`config.mk`:
```
export PLATFORM = sky130hd
export DESIGN_NAME = tcpwm_dt
export DESIGN_NICKNAME = d
export VERILOG_FILES = /design/src/rtl/tcpwm_dt.sv
export SDC_FILE = /design/constraint.sdc
export NUM_CORES = 1
export LEC_CHECK = 0
export ABC_AREA = 1
export BUFFER_PORTS_ARGS = -buffer_cell sky130_fd_sc_hd__clkbuf_2
export CAP_MARGIN = 30
export CORE_MARGIN = 2
export CORE_UTILIZATION = 52
export DETAILED_ROUTE_END_ITERATION = 8
export PLACE_DENSITY_LB_ADDON = 0.3
export SLEW_MARGIN = 5
export SYNTH_ARGS = -nofsm -noshare
export SYNTH_HDL_FRONTEND = slang
export SYNTH_SLANG_ARGS = --single-unit
```
`constraint.sdc`:
```
create_clock -name clk -period 2.3 [get_ports clk]
set_clock_uncertainty 0.1 [all_clocks]
set_input_delay 0.575 -clock clk [delete_from_list [all_inputs] [get_ports clk]]
set_output_delay 0.575 -clock clk [all_outputs]
set_load 0.02 [all_outputs]
```
`src/rtl/tcpwm_dt.sv`:
```
module tcpwm_dt #(
  parameter int CW = 16,
  parameter int DW = 8
) (
  input  logic          clk,
  input  logic          rst_n,
  input  logic [CW-1:0] cfg_period,
  input  logic [CW-1:0] cfg_compare,
  input  logic [DW-1:0] cfg_dead,
  input  logic          cfg_oneshot,
  input  logic          cfg_kill_p,
  input  logic          cfg_kill_n,
  input  logic          cnt_en,
  input  logic          cap_strobe,
  input  logic          kill,
  input  logic          start,
  output logic          pwm_p,
  output logic          pwm_n,
  output logic          tc_pulse,
  output logic          cmp_pulse,
  output logic [CW-1:0] count,
  output logic [CW-1:0] capture,
  output logic          running
);
  localparam logic [DW-1:0] AGE_MAX = {DW{1'b1}};

  logic [CW-1:0] cnt_q, cap_q;
  logic [DW-1:0] age_q;
  logic          run_q, lvl_q, hold_q, tc_q, cm_q;

  wire adv    = run_q & cnt_en & ~start;
  wire at_end = (cnt_q == cfg_period);
  wire tc_now = adv & at_end;
  wire raw    = run_q & (cnt_q < cfg_compare);
  wire ripe   = (age_q >= cfg_dead);

  always_ff @(posedge clk) begin
    if (!rst_n) begin
      cnt_q <= '0;
      run_q <= 1'b0;
    end else if (start) begin
      cnt_q <= '0;
      run_q <= 1'b1;
    end else if (adv) begin
      if (!at_end)          cnt_q <= cnt_q + 1'b1;
      else if (cfg_oneshot) run_q <= 1'b0;
      else                  cnt_q <= '0;
    end
  end

  always_ff @(posedge clk) begin
    if (!rst_n)          cap_q <= '0;
    else if (cap_strobe) cap_q <= cnt_q;
  end

  always_ff @(posedge clk) begin
    if (!rst_n) begin
      tc_q <= 1'b0;
      cm_q <= 1'b0;
    end else begin
      tc_q <= tc_now;
      cm_q <= adv & (cnt_q == cfg_compare);
    end
  end

  always_ff @(posedge clk) begin
    if (!rst_n) begin
      lvl_q <= 1'b0;
      age_q <= '0;
    end else begin
      lvl_q <= raw;
      if (raw != lvl_q)       age_q <= '0;
      else if (age_q != AGE_MAX) age_q <= age_q + 1'b1;
    end
  end

  always_ff @(posedge clk) begin
    if (!rst_n)                  hold_q <= 1'b0;
    else if (kill)               hold_q <= 1'b1;
    else if (tc_now || start)    hold_q <= 1'b0;
  end

  assign pwm_p     = kill ? cfg_kill_p : (~hold_q &  lvl_q & ripe);
  assign pwm_n     = kill ? cfg_kill_n : (~hold_q & ~lvl_q & ripe);
  assign tc_pulse  = tc_q;
  assign cmp_pulse = cm_q;
  assign count     = cnt_q;
  assign capture   = cap_q;
  assign running   = run_q;
endmodule


```
## Word level (Yosys, flattened, before mapping)

Cells that the tools add are included.

| word-level totals | value |
|---|---|
| flip-flop bits (word level) | 45 |
| output and inout bits | 37 |
| word-level logic and storage cells | 49 |

| cells by class | value |
|---|---|
| add/subtract/negate cells | 2 |
| magnitude comparators | 2 |
| equal/unequal tests | 5 |
| multiplexer cells | 10 |
| bitwise logic cells | 13 |
| reductions and logical operators | 9 |

Operators with widths:

| cell | number |
|---|---|
| $eq 16x16->1 | 2 |
| $mux 16 | 2 |
| $add 16x1->16 const B | 1 |
| $lt 16x16->1 | 1 |
| $and 1x1->1 | 9 |
| $add 8x1->8 const B | 1 |
| $ge 8x8->1 | 1 |
| $mux 1 | 8 |
| $ne 8x8->1 const B | 1 |
| $reduce_bool 2->1 | 4 |
| $not 1->1 | 4 |
| $reduce_or 2->1 | 2 |
| $reduce_and 3->1 | 1 |
| $ne 2x2->1 const B | 1 |
| $reduce_and 2->1 | 1 |
| $logic_or 1x1->1 | 1 |
| $ne 1x1->1 | 1 |

## Logic depth before layout (Yosys ltp)

| logic depth | value |
|---|---|
| depth after elaboration | 6 |
| mapped depth | 13 |

## Worst setup path before layout

No wires, ideal clock.

| timing path | value |
|---|---|
| kind | input -> output |
| start | in cfg_dead[0] |
| end | out pwm_n |
| arrival | 1540 ps |
| setup slack | 85 ps |
| stages on the path | 9 |
| path buffers | 0 |
| path through | ha_1 -> o21ai_0 -> a21boi_0 -> o21ai_0 -> nand2_1 -> nand2_1 -> nand2_1 -> nand3_1 -> nand2_1 |

| on the way | value |
|---|---|
| word-level cells in the longest chain between the ends | 3 |

RTL lines:

| element | RTL line | source |
|---|---|---|
| start, declared | 9 | `input logic [DW-1:0] cfg_dead,` |
| $ge 8x8->1 | 35 | `wire ripe = (age_q >= cfg_dead);` |
| $and 1x1->1 | 84 | `assign pwm_n = kill ? cfg_kill_n : (~hold_q & ~lvl_q & ripe);` |
| $mux 1 | 84 |  |
| end, declared | 18 | `output logic pwm_n,` |

No other way between the ends.

## Worst setup path in the final report

| timing path | value |
|---|---|
| start | in cfg_dead[1] |
| end | out pwm_n |

The elaborated chain is that of the path after synthesis.

==> run summary <==
Status: finished, violations left
Failing checks: negative setup slack
RSZ-0062 raised after global routing: true
Worst slew pin tran: 0.4984 ns
Setup crit start kind: primary input
Non-filler cells, final: 620
Gr ovfl total: 0
Leak: 1.911 nW
Clk Latency, worst-skew pair: 0.31 ns
Final hold violations: 0
FF-to-FF setup slack: 0.31 ns
Critical-path cell list: clkbuf_2 -> inv_2 -> ha_1 -> o21ai_2 -> a21boi_1 -> o21ai_1 -> nand2_1 -> nand2_1 -> nand2_2 -> nand3_2 -> nand2_2 -> buf_8
Initial antenna violation count: 0
Nets: 622
Root buf cell: clkbuf_8
Initial core utilization: 0.5397
Post-synthesis sequential area ratio: 0.3032
Post-synthesis area per instance: 6.474 µm²
Worst setup margin: -0.08027 ns
Largest net degree at the start of global routing: 33
Max Freq: 0.4201 GHz
Top-count cell post-synth: nand2_1
Vias per cell: 4.942
CP max stage delay: 0.28 ns
Area after DPL: 3456 µm²
Ports: 86
Routed WL per cell: 11.77 µm
Reg2reg end: age_q[5]
Hold buffer count at cts: 0
Syn Inst Count: 459
CTS tree: done
DIE WIDTH: 79.60 µm
Port Buffer Count: 85
First-pass GRT wire length: 11790 µm
Final period utilization: 1.035
Detailed placer's ending HPWL: 5651 µm
Peak supply drop: 0.0003230 V
Post-route cell area: 3672 µm²
Num CTS Buffers: 5
Yosys cell types: 29
Proportion of netlist area held by the largest area contributor: 0.3032
Ant diodes: 0
Top cells by area, synth: dfxtp_1 (30%), nand2_1 (15%), ha_1 (11%), inv_1 (9.6%), nor2_1 (6.3%)
Pins over their slew limit: 0
ANT nets after route: 0
# DRC: 0
Synth Register Bits: 45
Post-synth top area cell: dfxtp_1
Rows: 27
Critical Path End: pwm_n
Layout cells sized above 1: 0.2391
WS Path Type: primary input to output pin
Crit. End Element: output pin
Dominant synthesized flop cell: dfxtp_1
Routed wire length: 7297 µm
Core Footprint: 5507 µm²
Worst R2R Start: count[6]
Die Ht: 79.60 µm
Syn Nets: 534
1st-pass router iterations: 4
Critical path startpoint: cfg_dead[1]
Layout area overhead: 23.58%
Crit path time final: 2.380 ns
WP data arrival: 1.71 ns
Setup violators final: 2
Starting DRT DRC Count: 152
Yosys warns: 0
CP required: 1.62 ns
EDFF count, synth: 0
Synthesized cell area: 2972 µm²
Die Footprint: 6335 µm²
H-tree levels: 2
Clock sink total: 45
Reg2Reg Depth: 12
# Max-Cap Violations: 0
GRT Total Usage: 0.2338
Hold path startpoint: hold_q
CTS max path bufs: 2
Crit-path max FO: 2
GPL Wtd Cong: 0.8380
Post-synth top cells: nand2_1 (116), inv_1 (76), nor2_1 (50)
Slowest-stage cell, CP: ha_1
Vias in the first global route: 2727
Power per cell area: 428.8 nW/µm²
DR vias: 3064
Synth async-reset ratio: 0
Slew headroom: 0.6677
Post-placement cell count: 609
HP Class: flop to flop
Clk slew on worst S/H paths: 0.08 ns
[flip-flops by register name, indices dropped and copies added (netlist names)]
name and cells:
running 1, cmp_pulse 1, lvl_q 1, capture 16, tc_pulse 1, hold_q 1, count 16, age_q 8
[power breakdown]
| group | leakage, nW | internal, mW | switching (mW) |
|---|---|---|---|
| clock network | 0.0512 | 0.244 | 0.285 |
| registers | 0.370 | 0.797 | 0.0133 |
| logic | 1.49 | 0.0997 | 0.136 |
[routing by layer]
layer / wire (µm) / track usage
met3: 456 / 0.04638
met2: 3516 / 0.4109
met4: 97 / 0.06724
met1: 3227 / 0.2879
met5: 0 / 0
[cells by family after synthesis]
logic type,share of synthesized area
AOI/OAI and AO/OA,0.09811
xor gates and xnor gates,0.03242
adders and majority gates,0.1095
buffers and inverters,0.1280
DFF,0.3032
muxes,0.003789
and+or+nand+nor,0.3251
[per-stage QoR]
| stage | hold WS (ns) | setup WS [ns] | total power [mW] | util | TNS [ns] |
|---|---|---|---|---|---|
| detailed placement | 0.3634 | -0.2274 | 1.050 | 0.6276 | -0.4500 |
| floorplan | 0.3447 | 0.08548 | 0.9605 | - | 0 |
| finish | 0.3753 | -0.08027 | 1.575 | 0.6669 | -0.1553 |
| global placement | 0.3603 | -0.1335 | 1.042 | 0.6276 | -0.2661 |
| CTS | 0.3774 | -0.1752 | 1.579 | 0.6583 | -0.3130 |
| global route | 0.4210 | -0.1417 | 1.648 | 0.6669 | -0.2823 |
[critical path: cells and delay by family]
family / cells / cell delay, ns
adder cells (fa/ha/maj): 1 / 0.28
AND/OR/NAND/NOR: 5 / 0.36
AO/OA/AOI/OAI: 3 / 0.26
buffers and inverters: 3 / 0.22
[area by class of cell]
| cell class | instances | area [µm²] |
|---|---|---|
| Clock inverter | 2 | 13.76 |
| Inverter | 87 | 326.6 |
| Clock buffer | 6 | 82.58 |
| Sequential cell | 45 | 914.6 |
| Tap cell | 72 | 90.09 |
| Fill cell | 505 | 1834 |
| Multi-Input combinational cell | 317 | 1758 |
| Timing Repair Buffer | 91 | 486.7 |
[how the worst min path moves through the flow]
stage / end / cells after the start / slack, ns
after floorplan: hold_q / 2 / 0.34
after global placement: hold_q / 2 / 0.36
after detailed placement: hold_q / 2 / 0.36
after CTS: hold_q / 2 / 0.38
after global routing: hold_q / 2 / 0.42
final: hold_q / 2 / 0.38
[cell usage in the layout (no fill, tap or decap)]
cell type / n
nand3_1: 22
inv_1: 73
o21ai_0: 21
nand2_2: 4
nand2_1: 113
clkinv_1: 6
dfxtp_4: 3
xnor2_1: 1
dfxtp_2: 2
nor2_4: 2
ha_1: 23
buf_6: 1
xor2_1: 10
a31oi_1: 1
nand3_2: 2
a21oi_2: 1
nand3_4: 1
buf_8: 1
clkinv_2: 1
nor4_1: 1
a21oi_1: 30
nand3b_1: 2
clkbuf_8: 6
clkbuf_2: 83
inv_2: 8
a211oi_2: 1
a21boi_1: 1
o21ai_2: 1
clkinv_4: 1
nand4_1: 18
nor3_2: 1
ha_4: 3
nor2_2: 2
dfxtp_1: 40
mux2_2: 1
nor2_1: 50
o21ai_1: 1
nor3_1: 4
buf_4: 6
[repair_timing]
item | 4_1_cts | 5_1_grt
pin swaps | 9 | 5
resized for setup | 16 | 15
endpoints found under the setup margin | 2 | 2
buffers inserted | 3 | 0
(Power assumes the default switching activity.)
